**src/rtl/ldsq_pkg.sv**
```systemverilog
package ldsq_pkg;
   typedef enum logic {
      KIND_LOAD  = 1'b0,
      KIND_STORE = 1'b1
   } mem_kind_e;
endpackage

```
**src/rtl/ldsq_ring_ptrs.sv**
```systemverilog
module ldsq_ring_ptrs #(
   parameter int DEPTH = 8,
   localparam int IW = $clog2(DEPTH)
) (
   input  logic          clk,
   input  logic          rst_n,
   input  logic          clear,
   input  logic          push,
   input  logic          pop,
   output logic [IW-1:0] head,
   output logic [IW-1:0] tail,
   output logic          full,
   output logic          empty
);
   logic [IW:0] cnt_q;

   always_ff @(posedge clk) begin
      if (!rst_n) begin
         head  <= '0;
         tail  <= '0;
         cnt_q <= '0;
      end else if (clear) begin
         tail  <= head;
         cnt_q <= '0;
      end else begin
         if (push) tail <= tail + 1'b1;
         if (pop)  head <= head + 1'b1;
         if (push && !pop)      cnt_q <= cnt_q + 1'b1;
         else if (pop && !push) cnt_q <= cnt_q - 1'b1;
      end
   end

   assign full  = (cnt_q == (IW+1)'(DEPTH));
   assign empty = (cnt_q == '0);
endmodule

```
**src/rtl/ldsq_dep_matrix.sv**
```systemverilog
module ldsq_dep_matrix #(
   parameter int DEPTH = 8,
   parameter int AW    = 32,
   localparam int IW = $clog2(DEPTH)
) (
   input  logic [IW-1:0]    head,
   input  logic [DEPTH-1:0] live,
   input  logic [DEPTH-1:0] is_st,
   input  logic [DEPTH-1:0] has_addr,
   input  logic [AW-1:0]    addr [DEPTH],
   output logic [DEPTH-1:0] blocked
);
   logic [IW-1:0]    age [DEPTH];
   logic [DEPTH-1:0] hit [DEPTH];

   for (genvar i = 0; i < DEPTH; i++) begin : g_age
      assign age[i] = IW'(i) - head;
   end

   for (genvar i = 0; i < DEPTH; i++) begin : g_row
      for (genvar j = 0; j < DEPTH; j++) begin : g_col
         if (i == j) begin : g_diag
            assign hit[i][j] = 1'b0;
         end else begin : g_cmp
            assign hit[i][j] = live[j] && is_st[j] && (age[j] < age[i]) &&
                               (!has_addr[j] || (addr[j] == addr[i]));
         end
      end
      assign blocked[i] = |hit[i];
   end
endmodule

```
**src/rtl/ldsq_oldest_pick.sv**
```systemverilog
module ldsq_oldest_pick #(
   parameter int DEPTH = 8,
   localparam int IW = $clog2(DEPTH)
) (
   input  logic [IW-1:0]    head,
   input  logic [DEPTH-1:0] req,
   output logic             found,
   output logic [IW-1:0]    idx
);
   always_comb begin
      logic [IW-1:0] p;
      found = 1'b0;
      idx   = '0;
      for (int k = 0; k < DEPTH; k++) begin
         p = head + IW'(k);
         if (!found && req[p]) begin
            found = 1'b1;
            idx   = p;
         end
      end
   end
endmodule

```
**src/rtl/ldsq_order_q.sv**
```systemverilog
module ldsq_order_q
   import ldsq_pkg::*;
#(
   parameter int DEPTH = 8,
   parameter int AW    = 32,
   parameter int DW    = 32,
   localparam int IW = $clog2(DEPTH)
) (
   input  logic          clk,
   input  logic          rst_n,
   input  logic          flush,
   input  logic          disp_valid,
   input  logic          disp_is_store,
   input  logic [DW-1:0] disp_data,
   output logic [IW-1:0] disp_idx,
   input  logic          agen_valid,
   input  logic [IW-1:0] agen_idx,
   input  logic [AW-1:0] agen_addr,
   output logic          ld_issue_valid,
   output logic [IW-1:0] ld_issue_idx,
   output logic [AW-1:0] ld_issue_addr,
   input  logic          retire_en,
   output logic          head_done,
   output logic          st_wr_valid,
   output logic [AW-1:0] st_wr_addr,
   output logic [DW-1:0] st_wr_data,
   output logic          full,
   output logic          empty
);
   initial begin
      assert (DEPTH >= 2 && (DEPTH & (DEPTH - 1)) == 0)
         else $error("DEPTH must be a power of two, at least 2");
      assert (AW >= 1 && DW >= 1)
         else $error("AW and DW must be positive");
   end

   logic [DEPTH-1:0] live_q, st_q, av_q, iss_q;
   logic [AW-1:0]    addr_q [DEPTH];
   logic [DW-1:0]    data_q [DEPTH];
   logic [IW-1:0]    head, tail;
   logic [DEPTH-1:0] blocked, eligible;
   logic             push, pop;

   assign head_done = !empty && av_q[head] && (st_q[head] || iss_q[head]);
   assign pop       = retire_en && head_done && !flush;
   assign push      = disp_valid && !full && !flush;
   assign disp_idx  = tail;

   ldsq_ring_ptrs #(.DEPTH(DEPTH)) u_ptrs (
      .clk(clk), .rst_n(rst_n), .clear(flush), .push(push), .pop(pop),
      .head(head), .tail(tail), .full(full), .empty(empty)
   );

   ldsq_dep_matrix #(.DEPTH(DEPTH), .AW(AW)) u_matrix (
      .head(head), .live(live_q), .is_st(st_q), .has_addr(av_q),
      .addr(addr_q), .blocked(blocked)
   );

   assign eligible = live_q & ~st_q & av_q & ~iss_q & ~blocked;

   ldsq_oldest_pick #(.DEPTH(DEPTH)) u_pick (
      .head(head), .req(eligible), .found(ld_issue_valid), .idx(ld_issue_idx)
   );

   assign ld_issue_addr = addr_q[ld_issue_idx];
   assign st_wr_valid   = pop && (st_q[head] == KIND_STORE);
   assign st_wr_addr    = addr_q[head];
   assign st_wr_data    = data_q[head];

   always_ff @(posedge clk) begin
      if (!rst_n) begin
         live_q <= '0;
         st_q   <= '0;
         av_q   <= '0;
         iss_q  <= '0;
      end else if (flush) begin
         live_q <= '0;
      end else begin
         for (int i = 0; i < DEPTH; i++) begin
            if (agen_valid && agen_idx == IW'(i) && live_q[i]) av_q[i] <= 1'b1;
            if (ld_issue_valid && ld_issue_idx == IW'(i))      iss_q[i] <= 1'b1;
            if (pop && head == IW'(i))                         live_q[i] <= 1'b0;
            if (push && tail == IW'(i)) begin
               live_q[i] <= 1'b1;
               st_q[i]   <= disp_is_store;
               av_q[i]   <= 1'b0;
               iss_q[i]  <= 1'b0;
            end
         end
      end
   end

   always_ff @(posedge clk) begin
      for (int i = 0; i < DEPTH; i++) begin
         if (agen_valid && agen_idx == IW'(i) && live_q[i]) addr_q[i] <= agen_addr;
         if (push && tail == IW'(i))                        data_q[i] <= disp_data;
      end
   end
endmodule

```
**config.mk**
```make
export PLATFORM = sky130hd
export DESIGN_NAME = ldsq_order_q
export DESIGN_NICKNAME = d
export VERILOG_FILES = /design/src/rtl/ldsq_pkg.sv /design/src/rtl/ldsq_ring_ptrs.sv /design/src/rtl/ldsq_dep_matrix.sv /design/src/rtl/ldsq_oldest_pick.sv /design/src/rtl/ldsq_order_q.sv
export SDC_FILE = /design/constraint.sdc
export NUM_CORES = 1
export LEC_CHECK = 0
export BUFFER_PORTS_ARGS = -buffer_cell sky130_fd_sc_hd__buf_4
export CAP_MARGIN = 5
export CORE_UTILIZATION = 30
export DETAILED_ROUTE_END_ITERATION = 7
export GPL_ROUTABILITY_DRIVEN = 1
export HOLD_SLACK_MARGIN = 0.08
export PLACE_DENSITY = 0.55
export SETUP_SLACK_MARGIN = 0.3
export SYNTH_ARGS = -nofsm -noshare
export SYNTH_HDL_FRONTEND = slang
export SYNTH_HIERARCHICAL = 1
export SYNTH_SLANG_ARGS = --single-unit
```
**constraint.sdc**
```tcl
create_clock -name clk -period 15.7 [get_ports clk]
set_clock_uncertainty 0.1 [all_clocks]
set_input_delay 1.57 -clock clk [delete_from_list [all_inputs] [get_ports clk]]
set_output_delay 1.57 -clock clk [all_outputs]
set_load 0.005 [all_outputs]
```
==> results.json <==
{
  "status": "finished with violations",
  "violations": "max-capacitance violations, max-slew violations",
  "first_pass_iters": 7,
  "required_ns": 14.03,
  "start_util_pct": 30.2,
  "path_class": "flop to primary output",
  "end_kind": "primary output",
  "final.setup.tns_ns": 0,
  "num_io_pins": 181,
  "cts_buffers": 58,
  "grt_start_max_net_pins": 65,
  "post-route-drc-count": 0,
  "stdcell_area_um2": 40800,
  "synth_top_area_share_pct": 42.4,
  "cts_hold_buf": 0,
  "synth_seq_cells": 554,
  "routed_wl_um": 177000,
  "clk_latency_ns": 0.68,
  "clock_tree.root_cell": "clkbuf_16",
  "groute.usage.overall_pct": 28.2,
  "overflow": 0,
  "postCtsSetupBuffers": 0,
  "fin_crit_ns": 10.61,
  "htreeDepth": 2,
  "area_growth_pct": 12.4,
  "maxCapViolations": 3,
  "cts_sinks": 554,
  "syn_inst": 2862,
  "io_buffer_count": 180,
  "synth-async-reset-ratio_pct": 0,
  "clock_path_buffers": 3,
  "cts_tree": "done",
  "hpwl_um": 124000,
  "fmax_mhz": 94.3,
  "ys_seq_area_share_pct": 44.7,
  "wl_per_cell_um": 38.9,
  "synthFlopType": "edfxtp_1",
  "power_density_nw_per_um2": 76.5,
  "grt_pass1_vias": 25696,
  "cts_resized": 0,
  "worst_pin_slew_ns": 1.65,
  "drive_above_1_share_pct": 24.2,
  "yosys_warnings": 6,
  "yosys.area.top_type": "edfxtp_1",
  "period_share_pct": 67.6,
  "setup_violations": 0,
  "start_kind": "flop",
  "critPathArrivalTime_ns": 8.94,
  "synth_nets": 2959,
  "synth_edf_count": 512,
  "rows": 127,
  "report.final.hold_viol_count": 0,
  "clk_pin_slew_ns": 0.06,
  "rsz0062_at_grt": "false",
  "ant_nets": 0,
  "leakagePower_nw": 13.7,
  "die_area_um2": 122000,
  "ir_drop_uv": 83.9,
  "synth.area.top_cells": "edfxtp_1, xor2_1, mux4_2, nor4_1, buf_2",
  "drt_iter0_drc": 4156,
  "synthDistinctLibCells": 69,
  "syn_area_um2": 36300,
  "design.core.area_um2": 120000,
  "die_w_um": 350,
  "cp_max_fo": 40,
  "n_fill_cell": 11801,
  "die_h_um": 350,
  "gp_congestion": 1.13,
  "maxSlewHeadroom_pct": -10.7,
  "drv_slew": 3,
  "vias": 26915,
  "antenna_found_initial": 11,
  "grt_pass1_wl_um": 234000,
  "avgSynthCellArea_um2": 12.7,
  "layout_common_cells": "xor2_1, edfxtp_1, buf_4, nor4_1, mux4_2",
  "power_mw": 3.12,
  "mostFrequentLayoutCell": "xor2_1",
  "placed_area_um2": 38800,
  "hold_class": "flop to flop",
  "vias_per_cell": 5.94,
  "finalNetCount": 2967
}
cell families (layout without fill, tap and decap cells):
kind of cell               after synthesis  after routing  share of synthesized area (%)
AOI/OAI and AO/OA                      167            167                           2.91
xor gates and xnor gates               908            908                           21.9
adders and majority gates               23             23                          0.814
buffers and inverters                  354            410                           4.86
DFF                                    554            554                           44.7
muxes                                  329            329                           16.5
other                                    0              3                              0
and+or+nand+nor                        527            527                           8.28
worst paths after layout:
kind	cells after the start	end	slack (ns)	start
max	19	ld_issue_addr[27]	5.09	addr_q[72]$_DFFE_PN_
min	2	iss_q[4]$_SDFFE_PN0P_	0.42	iss_q[4]$_SDFFE_PN0P_
max reg2reg	18	iss_q[6]$_SDFFE_PN0P_	8.71	addr_q[72]$_DFFE_PN_
min reg2reg	2	iss_q[4]$_SDFFE_PN0P_	0.42	iss_q[4]$_SDFFE_PN0P_
per-stage QoR:
| stage | setup slack (ns) | utilization (%) | std cells | hold WS [ns] |
|---|---|---|---|---|
| 6_report | 5.09 | 34.0 | 4533 | 0.421 |
| 5_1_grt | 5.02 | 34.0 | 4530 | 0.468 |
| 4_1_cts | 5.54 | 34.0 | 4529 | 0.416 |
| 3_5_place_dp | 6.28 | 32.3 | 4421 | 0.401 |
| 3_3_place_gp | 6.29 | 32.3 | 4421 | 0.408 |
| 2_1_floorplan | 8.31 | - | 2862 | 0.355 |
layer usage:
layer | part of all wire, % | vias up | track usage, % | routed length, um
met2 | 43 | 1934 | 41.5 | 75500
met4 | 5.8 | 12 | 14.3 | 10200
met5 | 0.045 | - | 0 | 80
met3 | 11 | 463 | 7.97 | 19500
met1 | 40 | 13955 | 37.6 | 71300
li1 | - | 10551 | - | -
power breakdown:
part	switching, mW	internal, mW
sequential	0.00346	1.62
clock	0.617	0.815
combinational	0.0395	0.0301
worst max-delay path, stage by stage (launching register included):
cell	delay, ns
edfxtp_1	0.95
xor2_1	0.15
nor4_1	1.08
nand4_1	0.57
o21ai_0	0.46
a222oi_1	0.18
nand4_1	0.20
nor3_1	0.13
mux4_2	0.51
mux2i_2	0.29
nand2_1	0.16
or4b_4	0.61
nor2_2	0.16
nand2_1	0.16
a31oi_4	0.16
buf_4	0.52
buf_4	0.74
mux4_2	0.61
mux2_2	0.31
buf_4	0.14
flip-flops by register name, summed over array words and instances, names as in the netlist:
name / cells
addr_q: 256
av_q: 8
data_q: 256
iss_q: 8
live_q: 8
st_q: 8
u_ptrs/cnt_q: 4
u_ptrs/head: 3
u_ptrs/tail: 3
cell usage after synthesis, types with 4 or more instances:
master	count
a41oi_1	6
o21ai_0	76
nand4_1	72
buf_6	6
edfxtp_1	512
mux4_2	202
a32oi_1	7
and3_1	12
a21boi_0	7
nand3_1	11
nor2_1	68
ha_1	22
a221oi_1	4
nand2b_1	5
xnor2_1	7
nor3_1	19
nor3b_1	7
nor2b_1	13
nand3b_1	8
inv_1	24
xor2_1	900
and2_1	9
a222oi_1	6
nor4_1	232
a22oi_1	7
buf_2	289
mux2_2	102
nand2_1	54
a31oi_1	7
dfxtp_1	42
a21oi_1	27
clkbuf_1	28
mux2i_1	19
layout make-up:
cell class	instances	area [um2]	area share (%)
Antenna cell	3	7.51	0.0184
Sequential cell	554	16200	39.8
Inverter	25	93.8	0.230
Clock inverter	42	489	1.20
Timing Repair Buffer	277	2080	5.09
Clock buffer	66	1480	3.63
Tap cell	1612	2020	4.95
Multi-Input combinational cell	1954	18400	45.1
No activity file was read; power rests on OpenSTA's default activity.
